--- config.mk ---
export PLATFORM = sky130hd
export DESIGN_NAME = esc_snooper
export DESIGN_NICKNAME = d
export VERILOG_FILES = /design/src/rtl/esc_snoop_pkg.sv /design/src/rtl/esc_shadow_queue.sv /design/src/rtl/esc_field_decoder.sv /design/src/rtl/esc_operand_mover.sv /design/src/rtl/esc_snooper.sv
export SDC_FILE = /design/constraint.sdc
export NUM_CORES = 1
export LEC_CHECK = 0
export ABC_AREA = 1
export BUFFER_PORTS_ARGS = -buffer_cell sky130_fd_sc_hd__buf_2
export CORE_ASPECT_RATIO = 1.2
export CORE_MARGIN = 2
export CORE_UTILIZATION = 50
export DETAILED_ROUTE_END_ITERATION = 8
export GPL_TIMING_DRIVEN = 0
export PLACE_DENSITY_LB_ADDON = 0.12
export SLEW_MARGIN = 40
export SYNTH_ARGS = -nofsm -noshare
export SYNTH_HDL_FRONTEND = slang
export SYNTH_SLANG_ARGS = --single-unit
export TNS_END_PERCENT = 100
--- constraint.sdc ---
create_clock -name clk -period 4.58 [get_ports clk]
set_clock_uncertainty 0.2 [all_clocks]
set_input_delay 0 -clock clk [delete_from_list [all_inputs] [get_ports clk]]
set_output_delay 0 -clock clk [all_outputs]
set_load 0.005 [all_outputs]
--- src/rtl/esc_snoop_pkg.sv ---
// Shared encodings and helpers for the escape-instruction snooper.
package esc_snoop_pkg;

    typedef enum logic [1:0] {
        QS_IDLE  = 2'b00,
        QS_FIRST = 2'b01,
        QS_FLUSH = 2'b10,
        QS_NEXT  = 2'b11
    } qstat_e;

    localparam logic [4:0] ESC_PREFIX = 5'b11011;

    typedef struct packed {
        logic [5:0] op;
        logic [1:0] mode;
        logic [2:0] rm;
        logic [1:0] len;
        logic       store;
    } ins_t;

    // Operand size in bytes for a length code.
    function automatic logic [3:0] len_bytes(input logic [1:0] code);
        case (code)
            2'd0:    return 4'd2;
            2'd1:    return 4'd4;
            2'd2:    return 4'd8;
            default: return 4'd10;
        endcase
    endfunction

    // Number of bus beats needed for an operand at the given host width.
    function automatic logic [3:0] beat_count(input logic [1:0] code, input logic wide);
        logic [3:0] b;
        b = len_bytes(code);
        return wide ? (b >> 1) : b;
    endfunction

endpackage

--- src/rtl/esc_shadow_queue.sv ---
// Shadow of the host prefetch queue.
// Code fetches enqueue one or two bytes, depending on host width.
// The host queue status pops the head byte or empties the queue.
// Assumes the host never dequeues more bytes than it fetched.
module esc_shadow_queue
    import esc_snoop_pkg::*;
#(
    parameter int DEPTH_WIDE   = 6,
    parameter int DEPTH_NARROW = 4,
    localparam int DMAX = (DEPTH_WIDE > DEPTH_NARROW) ? DEPTH_WIDE : DEPTH_NARROW,
    localparam int CW   = $clog2(DMAX + 1)
) (
    input  logic          clk,
    input  logic          rst_n,
    input  logic          host_wide,
    input  logic          push,
    input  logic [15:0]   push_data,
    input  logic [1:0]    qstat,
    output logic          deq_fire,
    output logic [7:0]    head,
    output logic [CW-1:0] level
);

    logic [7:0]    slot_q [DMAX];
    logic [7:0]    slot_d [DMAX];
    logic [CW-1:0] cnt_q, cnt_d, after_pop;
    logic [CW:0]   need, cap;
    logic          push_ok;

    // Next queue contents: shift on pop, then append fetched bytes.
    always_comb begin
        deq_fire  = ((qstat == QS_FIRST) || (qstat == QS_NEXT)) && (cnt_q != '0);
        after_pop = cnt_q - CW'(deq_fire);
        cap       = host_wide ? (CW+1)'(DEPTH_WIDE) : (CW+1)'(DEPTH_NARROW);
        need      = {1'b0, after_pop} + (host_wide ? (CW+1)'(2) : (CW+1)'(1));
        push_ok   = push && (qstat != QS_FLUSH) && (need <= cap);
        for (int i = 0; i < DMAX; i++) slot_d[i] = slot_q[i];
        if (deq_fire) begin
            for (int i = 0; i < DMAX - 1; i++) slot_d[i] = slot_q[i+1];
            slot_d[DMAX-1] = '0;
        end
        if (push_ok) begin
            for (int i = 0; i < DMAX; i++) begin
                if (CW'(i) == after_pop)
                    slot_d[i] = push_data[7:0];
                else if (host_wide && (CW'(i) == after_pop + 1'b1))
                    slot_d[i] = push_data[15:8];
            end
        end
        if (qstat == QS_FLUSH)
            cnt_d = '0;
        else if (push_ok)
            cnt_d = after_pop + (host_wide ? CW'(2) : CW'(1));
        else
            cnt_d = after_pop;
    end

    // Register the queue slots and occupancy.
    always_ff @(posedge clk) begin
        if (!rst_n) begin
            cnt_q <= '0;
            for (int i = 0; i < DMAX; i++) slot_q[i] <= '0;
        end else begin
            cnt_q <= cnt_d;
            for (int i = 0; i < DMAX; i++) slot_q[i] <= slot_d[i];
        end
    end

    assign head  = slot_q[0];
    assign level = cnt_q;

endmodule

--- src/rtl/esc_field_decoder.sv ---
// Parses dequeued bytes into one coprocessor instruction.
// It checks the escape prefix, takes the addressing byte, then skips
// the displacement bytes. It gives a one-cycle done pulse with the fields.
// Assumes bytes arrive only on a dequeue from the shadow queue.
module esc_field_decoder
    import esc_snoop_pkg::*;
(
    input  logic       clk,
    input  logic       rst_n,
    input  logic [1:0] qstat,
    input  logic       deq_fire,
    input  logic [7:0] head,
    output logic       ins_done,
    output ins_t       ins
);

    typedef enum logic [1:0] {D_IDLE, D_ADDR, D_DISP} dstate_e;

    dstate_e    state;
    logic [1:0] disp_left;
    logic [1:0] disp_need;

    // Displacement bytes implied by the mode bits of the head byte.
    always_comb begin
        case (head[7:6])
            2'b01:   disp_need = 2'd1;
            2'b10:   disp_need = 2'd2;
            default: disp_need = 2'd0;
        endcase
    end

    // Byte-by-byte parsing state machine.
    always_ff @(posedge clk) begin
        if (!rst_n) begin
            state     <= D_IDLE;
            disp_left <= '0;
            ins_done  <= 1'b0;
            ins       <= '0;
        end else begin
            ins_done <= 1'b0;
            if (qstat == QS_FLUSH) begin
                state <= D_IDLE;
            end else if (deq_fire && qstat == QS_FIRST) begin
                if (head[7:3] == ESC_PREFIX) begin
                    state      <= D_ADDR;
                    ins.op[5:3] <= head[2:0];
                    ins.len    <= head[2:1];
                end else begin
                    state <= D_IDLE;
                end
            end else if (deq_fire && qstat == QS_NEXT) begin
                case (state)
                    D_ADDR: begin
                        ins.mode    <= head[7:6];
                        ins.op[2:0] <= head[5:3];
                        ins.rm      <= head[2:0];
                        ins.store   <= head[5];
                        if (disp_need == 2'd0) begin
                            ins_done <= 1'b1;
                            state    <= D_IDLE;
                        end else begin
                            disp_left <= disp_need;
                            state     <= D_DISP;
                        end
                    end
                    D_DISP: begin
                        disp_left <= disp_left - 2'd1;
                        if (disp_left == 2'd1) begin
                            ins_done <= 1'b1;
                            state    <= D_IDLE;
                        end
                    end
                    default: state <= D_IDLE;
                endcase
            end
        end
    end

endmodule

--- src/rtl/esc_operand_mover.sv ---
// Publishes decoded instructions. For memory operands it captures the
// address of the host's dummy read, then moves the remaining operand
// beats as bus master. It uses a request/grant handshake and releases
// the bus right after the last beat.
// Assumes the grant is held for as long as the request stays high.
module esc_operand_mover
    import esc_snoop_pkg::*;
#(
    parameter int AW = 20
) (
    input  logic          clk,
    input  logic          rst_n,
    input  logic          host_wide,
    input  logic          ins_done,
    input  ins_t          ins,
    input  logic          bus_done,
    input  logic          bus_is_code,
    input  logic [AW-1:0] bus_addr,
    input  logic          bus_gnt,
    output logic          bus_req,
    output logic          xfer_en,
    output logic          xfer_we,
    output logic [AW-1:0] xfer_addr,
    output logic          dec_valid,
    output ins_t          dec_ins,
    output logic [AW-1:0] dec_addr
);

    typedef enum logic [1:0] {M_IDLE, M_WAIT, M_BUS} mstate_e;

    mstate_e       state;
    logic [3:0]    remain;
    logic [3:0]    beats;
    logic [AW-1:0] step;

    // Beat count and address step for the pending operand.
    always_comb begin
        beats = beat_count(dec_ins.len, host_wide);
        step  = host_wide ? AW'(2) : AW'(1);
    end

    assign bus_req = (state == M_BUS);
    assign xfer_en = bus_req && bus_gnt;

    // Capture, publish and transfer sequencing.
    always_ff @(posedge clk) begin
        if (!rst_n) begin
            state     <= M_IDLE;
            remain    <= '0;
            xfer_we   <= 1'b0;
            xfer_addr <= '0;
            dec_valid <= 1'b0;
            dec_ins   <= '0;
            dec_addr  <= '0;
        end else begin
            dec_valid <= 1'b0;
            case (state)
                M_IDLE: begin
                    if (ins_done) begin
                        dec_ins <= ins;
                        if (ins.mode == 2'b11) begin
                            dec_valid <= 1'b1;
                            dec_addr  <= '0;
                        end else begin
                            state <= M_WAIT;
                        end
                    end
                end
                M_WAIT: begin
                    if (bus_done && !bus_is_code) begin
                        dec_valid <= 1'b1;
                        dec_addr  <= bus_addr;
                        xfer_we   <= dec_ins.store;
                        if (dec_ins.store) begin
                            remain    <= beats;
                            xfer_addr <= bus_addr;
                            state     <= M_BUS;
                        end else begin
                            remain    <= beats - 4'd1;
                            xfer_addr <= bus_addr + step;
                            state     <= (beats > 4'd1) ? M_BUS : M_IDLE;
                        end
                    end
                end
                M_BUS: begin
                    if (xfer_en) begin
                        xfer_addr <= xfer_addr + step;
                        remain    <= remain - 4'd1;
                        if (remain == 4'd1) state <= M_IDLE;
                    end
                end
                default: state <= M_IDLE;
            endcase
        end
    end

endmodule

--- src/rtl/esc_snooper.sv ---
// Top level of the escape-instruction snooper. It senses the host width
// during reset, mirrors the host prefetch queue, decodes escape
// instructions and handles their memory operands as bus master.
// Assumes qstat is valid in every cycle in step with the host.
module esc_snooper
    import esc_snoop_pkg::*;
#(
    parameter int AW           = 20,
    parameter int DEPTH_WIDE   = 6,
    parameter int DEPTH_NARROW = 4
) (
    input  logic          clk,
    input  logic          rst_n,
    input  logic [1:0]    qstat,
    input  logic          bus_done,
    input  logic          bus_is_code,
    input  logic [AW-1:0] bus_addr,
    input  logic [15:0]   bus_data,
    input  logic          bus_gnt,
    output logic          host_wide,
    output logic          bus_req,
    output logic          xfer_en,
    output logic          xfer_we,
    output logic [AW-1:0] xfer_addr,
    output logic          dec_valid,
    output logic [5:0]    dec_op,
    output logic [1:0]    dec_mode,
    output logic [2:0]    dec_rm,
    output logic [1:0]    dec_len,
    output logic [AW-1:0] dec_addr
);

    localparam int DMAX = (DEPTH_WIDE > DEPTH_NARROW) ? DEPTH_WIDE : DEPTH_NARROW;
    localparam int LW   = $clog2(DMAX + 1);

    logic          deq_fire;
    logic [7:0]    head;
    logic [LW-1:0] q_level;
    logic          ins_done;
    ins_t          ins;
    ins_t          dec_ins;

    // Width sensing: follow data bit 0 while reset is held, then freeze.
    always_ff @(posedge clk) begin
        if (!rst_n) host_wide <= bus_data[0];
    end

    esc_shadow_queue #(
        .DEPTH_WIDE  (DEPTH_WIDE),
        .DEPTH_NARROW(DEPTH_NARROW)
    ) u_queue (
        .clk      (clk),
        .rst_n    (rst_n),
        .host_wide(host_wide),
        .push     (bus_done && bus_is_code),
        .push_data(bus_data),
        .qstat    (qstat),
        .deq_fire (deq_fire),
        .head     (head),
        .level    (q_level)
    );

    esc_field_decoder u_dec (
        .clk     (clk),
        .rst_n   (rst_n),
        .qstat   (qstat),
        .deq_fire(deq_fire),
        .head    (head),
        .ins_done(ins_done),
        .ins     (ins)
    );

    esc_operand_mover #(.AW(AW)) u_mover (
        .clk        (clk),
        .rst_n      (rst_n),
        .host_wide  (host_wide),
        .ins_done   (ins_done),
        .ins        (ins),
        .bus_done   (bus_done),
        .bus_is_code(bus_is_code),
        .bus_addr   (bus_addr),
        .bus_gnt    (bus_gnt),
        .bus_req    (bus_req),
        .xfer_en    (xfer_en),
        .xfer_we    (xfer_we),
        .xfer_addr  (xfer_addr),
        .dec_valid  (dec_valid),
        .dec_ins    (dec_ins),
        .dec_addr   (dec_addr)
    );

    assign dec_op   = dec_ins.op;
    assign dec_mode = dec_ins.mode;
    assign dec_rm   = dec_ins.rm;
    assign dec_len  = dec_ins.len;

endmodule

==> impl_results.md, run 1 <==
- Status: completed
- Final period utilization: 0.8614
- Initial antenna violation count: 0
- Hold path startpoint: bus_addr[12]
- WL/cell: 16.54 microns
- Yosys top cell area share: 0.3141
- Vias in the first global route: 8,195
- Sw power: 0.001875 W
- Met1 global-route usage: 0.3701
- Mean area per synthesized cell: 6.260 sq um
- Antenna cells: 0
- Mapped Cells: 1,283
- Critical Path AT: 4.07 ns
- Hpwl dp: 19.99 mm
- VDD IR-drop max: 0.0002583 V
- Commonest non-fill, non-tap cells in the layout: nand2_1, a21oi_1, inv_1
- Capturing point of the worst reg2reg path: u_queue.slot_q[0][23]
- Die area: 0.01710 sq mm
- Met3 Usage GRT: 0.05152
- Final Max Tran Viols: 0
- Die Width: 119.7 microns
- Max Clk Rate: 0.2535 GHz
- Synth Register Bits: 127
- Seq pwr share: 0.308
- Grt ovf: 0
- Post-Synthesis Net Count: 1,353
- PortBufs: 99
- Placed cells: 1,590
- Switching share of power: 0.4075
- CTS Sinks: 127
- Setup crit start: u_queue.level[2]
- Reg clk slew, reported paths: 0.06 ns
- Fin Setup TNS: 0 ns
- CTS tree: done
- Slew headroom: 0.4955
- Critical setup path kind: reg2reg
- Setup violators final: 0
- Htree depth: 4
- Unrepaired setup endpoints after global routing: false
- First-pass GRT wire length: 42.30 mm
- Grt peak-use layer: met2
- Num ports: 101
- Max-capacitance violation count: 0
- R2r startpoint: u_queue.level[2]
- Synth warn: 0
- P&R area growth vs syn: 23.26%
- Postcts setup bufs: 0
- Clk_lat worst skew: 0.43 ns
- Startpoint Class: register
- Top post-synthesis cells by area: dfxtp_1, nand2_1, a21oi_1, o21ai_0, inv_1
- WHS Path Cells: 4
- CP Capture Type: register
- Combinational share of power: 0.385
- Number of buffers created by CTS: 17
- Root buf cell: clkbuf_16
- P_leak: 4.764 nW
- Commonest non-fill, non-tap cell in the layout: nand2_1
- Initial Util: 0.5135
- HP Class: in2reg
- Largest net degree at the start of global routing: 17
- Slew @ Worst Pin: 0.7568 ns
- Max clock buf depth: 2
- Pwr/cell area: 464.7 mW/mm^2
- Drt pass-1 iters: 6
- Post-synthesis sequential area ratio: 0.3178
- # DRC: 0
- Clk pwr share: 0.306
- Post-synth top area cell: dfxtp_1
- RD Place Congestion: 0.9769
- Met2 Usage GRT: 0.5612
- Core Region: 0.01564 sq mm
- Mapped cell area: 0.008031 sq mm
- Synth unique cells: 34
- Tot GR Track Use: 0.3219
- Non-Filler Instances: 1,673
- Initial DRC count: 766
- Crit Path Max Fanout: 10
- Std-Cell Rows: 50
- Vias: 9,190
- Hold EP: u_mover.dec_addr[12]
- Critical Path RT: 4.70 ns
- Final-report hold violation count: 0
- Share of layout cells above drive strength 1: 0.1283
- Final net count: 1,522
- Final ANT Viol Nets: 0
- Vias per cell: 5.493
- Die height: 142.8 microns
- FF-to-FF path depth: 18
- Routed WL: 27.67 mm
- Fill cell count: 1,538
- R2r setup slk: 0.63 ns
- Tmin final: 3.945 ns
- Internal power: 0.002725 W
## worst max-delay path by stage
stage	endpoint	slack, ns	cells past startpoint
final	u_queue.slot_q[0][23]	0.63	18
after global routing	u_queue.slot_q[0][45]	0.36	19
after CTS	u_queue.slot_q[0][42]	0.65	19
after detailed placement	u_queue.slot_q[0][39]	1.13	15
after global placement	u_queue.slot_q[0][0]	1.18	16
after floorplan	u_queue.slot_q[0][24]	1.56	17
## synth_stat cells
| library cell | instances |
|---|---|
| inv_4 | 1 |
| buf_1 | 2 |
| a31oi_1 | 3 |
| nor2_2 | 2 |
| fa_1 | 3 |
| inv_2 | 4 |
| clkinv_1 | 3 |
| buf_4 | 7 |
| nor3_1 | 11 |
| inv_1 | 137 |
| nand3_2 | 4 |
| a22oi_1 | 1 |
| clkbuf_1 | 33 |
| xnor2_1 | 1 |
| o311ai_0 | 1 |
| nand2_2 | 4 |
| xnor2_2 | 1 |
| o211ai_1 | 6 |
| a21oi_1 | 146 |
| o21ai_1 | 4 |
| dfxtp_1 | 126 |
| a2111oi_0 | 1 |
| xor2_1 | 6 |
| nor2_1 | 115 |
| nand3_1 | 95 |
| mux2i_1 | 8 |
| edfxtp_1 | 1 |
| ha_1 | 24 |
| nand3b_1 | 22 |
| o21ai_0 | 121 |
| buf_2 | 19 |
| nand2_1 | 334 |
| nand4_1 | 21 |
| or2_2 | 16 |
## critical path, cell delays in order (launching register included)
cell           delay (ns)
dfxtp_1              0.35
nor2_1               0.10
nand2_1              0.07
nand3_1              0.12
inv_1                0.06
ha_1                 0.26
buf_2                0.20
inv_2                0.14
fa_1                 0.55
inv_1                0.05
ha_1                 0.26
a21oi_1              0.15
nand2_1              0.08
nand2_2              0.21
buf_2                0.30
nand2_1              0.08
nand2_1              0.06
a21oi_1              0.04
dlygate4sd3_1        0.55
## power groups by stage
stage	sequential (W)	clock, W	combinational (W)
2_1_floorplan	0.00138	0	0.00126
3_3_place_gp	0.00143	0	0.00167
3_5_place_dp	0.00143	0	0.00169
4_1_cts	0.00141	0.00142	0.00174
5_1_grt	0.00143	0.00146	0.00199
6_report	0.00142	0.00141	0.00177
## state kept, by name, summed over array words and instances (netlist names)
| signal | count |
|---|---|
| u_dec.ins | 11 |
| host_wide | 1 |
| u_mover.dec_ins | 11 |
| u_mover.dec_valid | 1 |
| u_mover.state | 2 |
| u_mover.xfer_addr | 20 |
| u_queue.level | 3 |
| u_dec.disp_left | 2 |
| u_dec.state | 2 |
| u_mover.dec_addr | 20 |
| u_queue.slot_q | 48 |
| u_mover.remain | 4 |
| u_dec.ins_done | 1 |
| u_mover.xfer_we | 1 |
## cell families (layout without fill, tap and decap cells)
logic type,after synthesis,after routing,share of synthesized area
compound gates,283,283,0.1799
xor+xnor,8,8,0.009660
fa+ha+maj,27,27,0.04487
buf+inv,206,388,0.1028
flops,127,127,0.3178
mux,8,8,0.009971
simple gates,624,624,0.3349
## repair_timing
| action | CTS | global route |
|---|---|---|
| hold buffers | 51 | 0 |
| setup endpoints to repair | 0 | 0 |
| endpoints found under the hold margin | 107 | 0 |
| resized for setup | 0 | 0 |
## per-stage QoR
step | utilization | power (W) | cell area [sq um] | hold slack, ns | setup slack [ns]
after CTS | 0.6330 | 0.004574 | 9899 | 0.2074 | 0.6482
after floorplan | - | 0.002644 | 8031 | -0.1191 | 1.562
after global routing | 0.6330 | 0.004888 | 9899 | 0.2240 | 0.3627
after global placement | 0.5618 | 0.003102 | 8787 | 0.05973 | 1.176
final | 0.6330 | 0.004600 | 9899 | 0.2271 | 0.6350
after detailed placement | 0.5618 | 0.003124 | 8787 | 0.06905 | 1.134
## per-layer routing
metal	vias to the layer above	part of all wire
met5	-	0
met4	0	0.053
met3	88	0.063
met2	371	0.49
met1	4201	0.40
li1	4530	-
## layout make-up
type | instances | area (sq um) | area share
flip-flops and latches | 127 | 2552 | 0.2578
plain buffers | 61 | 279.0 | 0.02819
inverters | 145 | 546.8 | 0.05523
multi-input cells | 950 | 4653 | 0.4700
repair buffers | 150 | 1006 | 0.1016
clock buffers | 20 | 456.7 | 0.04613
clock inverters | 12 | 145.1 | 0.01466
well taps | 208 | 260.3 | 0.02629
(Power assumes the default switching activity.)
==> run 2, diff against run 1 <==
- CORE_MARGIN: 2 -> unset
==> impl_results.md, run 2 (synthesis gave the netlist of run 1 again) <==
- Status: completed
- Clk pwr share: 0.288
- Max clock buf depth: 2
- Delay-heaviest family, CP: buffers and inverters
- Pwr/cell area: 454.6 mW/mm^2
- VDD IR-drop max: 0.0002997 V
- Commonest non-fill, non-tap cell in the layout: nand2_1
- P&R area growth vs syn: 22.67%
- Crit Path Max Fanout: 10
- Sw power: 0.001866 W
- CTS Sinks: 127
- Final ANT Viol Nets: 0
- First-pass GRT wire length: 43.04 mm
- Hpwl dp: 19.75 mm
- Drt pass-1 iters: 5
- RD Place Congestion: 0.9781
- Die Width: 117.7 microns
- Delay of the slowest cell on the worst path: 0.56 ns
- Grt peak-use layer: met2
- Vias in the first global route: 8,510
- P_leak: 4.735 nW
- Met2 Usage GRT: 0.5817
- R2r setup slk: 0.65 ns
- Unrepaired setup endpoints after global routing: false
- Postcts setup bufs: 0
- Max-capacitance violation count: 0
- CP max stage cell: dlygate4sd3_1
- PortBufs: 99
- Worst path buffer plus inverter count: 6
- Internal power: 0.002613 W
- Final Max Tran Viols: 0
- Tmin final: 3.932 ns
- Final WS setup: 0.6477 ns
- Largest register FFs: 48
- Vias: 9,153
- Clk_lat worst skew: 0.43 ns
- Pre-CTS setup slack: 1.151 ns
- Largest registers: u_queue.slot_q: 48 flops, u_mover.dec_addr: 20 flops, u_mover.xfer_addr: 20 flops
- Final period utilization: 0.8586
- Final net count: 1,522
- Combinational share of power: 0.396
- Setup violators final: 0
- Initial Util: 0.5135
- Final-report hold violation count: 0
- WL/cell: 16.46 microns
- Die height: 140.8 microns
- Largest net degree at the start of global routing: 17
- Initial DRC count: 796
- Critical Path AT: 4.05 ns
- Reg with most FFs: u_queue.slot_q
- HP Class: in2reg
- Switching share of power: 0.4166
- Grt ovf: 0
- Antenna cells: 0
- Die area: 0.01658 sq mm
- # DRC: 0
- Routed WL: 27.53 mm
- CP Capture Type: register
- Startpoint Class: register
- Initial antenna violation count: 0
- Slew headroom: 0.5028
- Max Clk Rate: 0.2543 GHz
- Critical setup path kind: reg2reg
- Vias per cell: 5.471
- Critical Path RT: 4.70 ns
- Fin Setup TNS: 0 ns
- Seq pwr share: 0.316
- Tot GR Track Use: 0.3334
- Num ports: 101
- Root buf cell: clkbuf_16
- Number of buffers created by CTS: 17
- Worst path cell trace: nor2_1 > nand2_1 > nand3_1 > inv_1 > ha_1 > buf_2 > inv_2 > fa_1 > inv_1 > ha_1 > a21oi_1 > nand2_1 > nand2_2 > buf_2 > nand2_1 > nand2_1 > a21oi_1 > dlygate4sd3_1
- Met3 Usage GRT: 0.04773
- Most used cell along the critical path: nand2_1
- Met1 global-route usage: 0.3794
- Htree depth: 4
- Std-Cell Rows: 50
- Core Region: 0.01564 sq mm
- Commonest non-fill, non-tap cells in the layout: nand2_1, a21oi_1, inv_1
- Reg clk slew, reported paths: 0.07 ns
- CTS tree: done
- Slew @ Worst Pin: 0.7458 ns
- Share of layout cells above drive strength 1: 0.1283
## run 2: changes by cell type in the layout (fill, tap and decap cells not counted), sizes merged
cell	previous run	this run
bufinv	2	0
clkinv	3	4
clkinvlp	2	4
inv	150	149
## run 2: what timing repair did
action                     CTS  global route
gates resized for setup      0             0
hold buffers                51             0
hold endpoints to repair   105             0
setup endpoints to repair    0             0
## run 2: final timing paths
kind | end | start | cells past startpoint
hold reg to reg | u_mover.xfer_we | u_mover.xfer_we | 2
hold / removal | u_mover.dec_addr[0] | bus_addr[0] | 4
setup reg to reg | u_queue.slot_q[0][23] | u_queue.level[2] | 18
setup / recovery | u_queue.slot_q[0][23] | u_queue.level[2] | 18
## run 2: cell type report
type                            instances  area [sq um]
Inverter                              145         546.8
Clock buffer                           20         456.7
Multi-Input combinational cell        950          4653
Fill cell                            1522          5788
Sequential cell                       127          2552
Timing Repair Buffer                  150          1006
Buffer                                 61         279.0
Clock inverter                         12         97.59
Tap cell                              208         260.3
## run 2: worst min-delay path: stages
cell and delay [ns]:
dlygate4sd3_1 0.52, buf_2 0.15, nand3b_1 0.08, a21oi_1 0.06
## run 2: per-stage QoR
stage	instances	area [sq um]	total power [W]	hold WS [ns]	utilization
after floorplan	1283	8031	0.002644	-0.1191	-
after global placement	1590	8787	0.003098	0.05900	0.5618
after detailed placement	1590	8787	0.003115	0.06817	0.5618
after CTS	1673	9852	0.004440	0.2218	0.6299
after global routing	1673	9852	0.004765	0.2522	0.6299
final	1673	9852	0.004479	0.2403	0.6299
## run 2: power by group through the flow
stage | Sequential, W | Combinational, W | Clock, W
final | 0.00142 | 0.00177 | 0.00129
after global routing | 0.00143 | 0.00199 | 0.00135
after CTS | 0.00141 | 0.00173 | 0.00130
after detailed placement | 0.00143 | 0.00169 | 0
after global placement | 0.00143 | 0.00167 | 0
after floorplan | 0.00138 | 0.00126 | 0
## run 2: metal layers
layer / wire (microns) / share of wire / vias up
li1: - / - / 4526
met2: 13450 / 0.49 / 416
met4: 1632 / 0.059 / 0
met3: 1869 / 0.068 / 92
met1: 10590 / 0.38 / 4119
met5: 0 / 0 / -
==> run 3, diff against run 2 <==
==> constraint.sdc (replaced) <==
create_clock -name clk -period 4.58 [get_ports clk]
set_clock_uncertainty 0.2 [all_clocks]
set_input_delay 0.458 -clock clk [delete_from_list [all_inputs] [get_ports clk]]
set_output_delay 0.458 -clock clk [all_outputs]
set_load 0.005 [all_outputs]
==> impl_results.md, run 3 (synthesis gave the netlist of run 1 again) <==
- Vias in the first global route: 8,134
- Setup crit start: u_queue.level[2]
- Final-report hold violation count: 0
- Clk_lat worst skew: 0.43 ns
- Postcts setup bufs: 0
- Grt ovf: 0
- Slew headroom: 0.5045
- Max Clk Rate: 0.2878 GHz
- Largest net degree at the start of global routing: 17
- Clk pwr share: 0.291
- Pwr/cell area: 474.8 mW/mm^2
- P&R area growth vs syn: 16.31%
- Met1 global-route usage: 0.3734
- Met2 Usage GRT: 0.5542
- WHS Path Cells: 3
- Die Width: 117.7 microns
- Capturing point of the worst reg2reg path: u_queue.slot_q[0][1]
- Final net count: 1,471
- Combinational share of power: 0.390
- Drt pass-1 iters: 5
- Hold_buf cts: 0
- Internal power: 0.002581 W
- Reg clk slew, reported paths: 0.06 ns
- Initial antenna violation count: 0
- Status: completed
- Post-route cell area: 0.009341 sq mm
- CTS resizes: 0
- Routed WL: 26.64 mm
- Tmin final: 3.475 ns
- R2r setup slk: 1.11 ns
- Grt peak-use layer: met2
- Pwr Total: 0.004436 W
- R2r startpoint: u_queue.level[2]
- Hold path startpoint: bus_addr[18]
- Reg with most FFs: u_queue.slot_q
- Antenna cells: 0
- Slew @ Worst Pin: 0.7432 ns
- PortBufs: 99
- Number of buffers created by CTS: 17
- Die height: 140.8 microns
- WL/cell: 16.42 microns
- Largest register FFs: 48
- CP Capture Type: register
- Largest registers: u_queue.slot_q: 48 flops, u_mover.dec_addr: 20 flops, u_mover.xfer_addr: 20 flops
- Vias per cell: 5.517
- CTS tree: done
- Root buf cell: clkbuf_16
- Core Region: 0.01564 sq mm
- RD Place Congestion: 0.9781
- Setup violators final: 0
- HP Class: in2reg
- Met3 Usage GRT: 0.05097
- Final ANT Viol Nets: 0
- Critical setup path kind: reg2reg
- Vias: 8,949
- Std-Cell Rows: 50
- FF-to-FF path depth: 18
- Critical Path AT: 3.59 ns
- Fin Setup TNS: 0 ns
- Crit Path Max Fanout: 10
- Max clock buf depth: 2
- Unrepaired setup endpoints after global routing: false
- Hpwl dp: 19.75 mm
- Final Max Tran Viols: 0
- Initial Util: 0.5135
- Commonest non-fill, non-tap cell in the layout: nand2_1
- VDD IR-drop max: 0.0002975 V
- CTS Sinks: 127
- Sw power: 0.001855 W
- First-pass GRT wire length: 41.60 mm
- Fill cell count: 1,595
- Dpl cell area: 0.008787 sq mm
- Critical Path RT: 4.69 ns
- Initial DRC count: 792
- P_leak: 4.504 nW
- Die area: 0.01658 sq mm
- Switching share of power: 0.4181
- Htree depth: 4
- Hold EP: u_mover.dec_addr[18]
- Final period utilization: 0.7587
- Tot GR Track Use: 0.3228
- Num ports: 101
- Share of layout cells above drive strength 1: 0.1330
- Seq pwr share: 0.319
- # DRC: 0
- Commonest non-fill, non-tap cells in the layout: nand2_1, a21oi_1, inv_1
- Startpoint Class: register
- Max-capacitance violation count: 0
==> run 3: cell types whose count changed in the layout (fill, tap and decap cells not counted) <==
cell / delta
dlygate4sd3_1: -51
==> run 3: how the worst max path moves through the flow <==
stage / cells after the start / end / slack [ns]
after CTS: 13 / u_queue.slot_q[0][1] / 1.15
after floorplan: 17 / u_queue.slot_q[0][24] / 1.56
final: 18 / u_queue.slot_q[0][1] / 1.11
after detailed placement: 17 / u_queue.slot_q[0][1] / 1.07
after global routing: 15 / u_queue.slot_q[0][39] / 0.75
after global placement: 17 / u_queue.slot_q[0][1] / 1.09
==> run 3: metal layers <==
layer,up-vias,wire (microns)
met5,-,0
met3,96,1772
met4,0,1629
met2,412,12770
met1,4017,10470
li1,4424,-
==> run 3: area by class of cell <==
type	count	area [sq um]	area share
repair buffers	99	495.5	0.05304
flip-flops and latches	127	2552	0.2732
well taps	208	260.3	0.02786
multi-input cells	950	4653	0.4981
plain buffers	61	279.0	0.02987
clock inverters	12	97.59	0.01045
clock buffers	20	456.7	0.04889
inverters	145	546.8	0.05853
==> run 3: power by group through the flow <==
stage                     clock network [W]  registers (W)  logic, W
after floorplan                           0        0.00138   0.00126
after global placement                    0        0.00143   0.00167
after detailed placement                  0        0.00143   0.00169
after CTS                           0.00130        0.00141   0.00170
after global routing                0.00135        0.00143   0.00195
final                               0.00129        0.00142   0.00173
==> run 3: per-stage QoR <==
stage | cells | worst slack [ns] | hold WS [ns] | utilization
after detailed placement | 1590 | 1.070 | 0.2379 | 0.5618
after floorplan | 1283 | 1.562 | 0.2297 | -
after global routing | 1622 | 0.7504 | 0.1497 | 0.5973
after global placement | 1590 | 1.088 | 0.2372 | 0.5618
final | 1622 | 1.105 | 0.1438 | 0.5973
after CTS | 1622 | 1.147 | 0.1337 | 0.5973
==> run 3: worst max-delay path, stage by stage (launching register included) <==
cell and delay [ns]:
dfxtp_1 0.35, nor2_1 0.10, nand2_1 0.07, nand3_1 0.12, inv_1 0.06, ha_1 0.26, buf_2 0.20, inv_2 0.14
fa_1 0.55, inv_1 0.05, ha_1 0.26, a21oi_1 0.06, nand2_1 0.08, nand2_2 0.16, inv_4 0.14, buf_4 0.17
o21ai_0 0.09, nor2_1 0.23, nor2_1 0.08
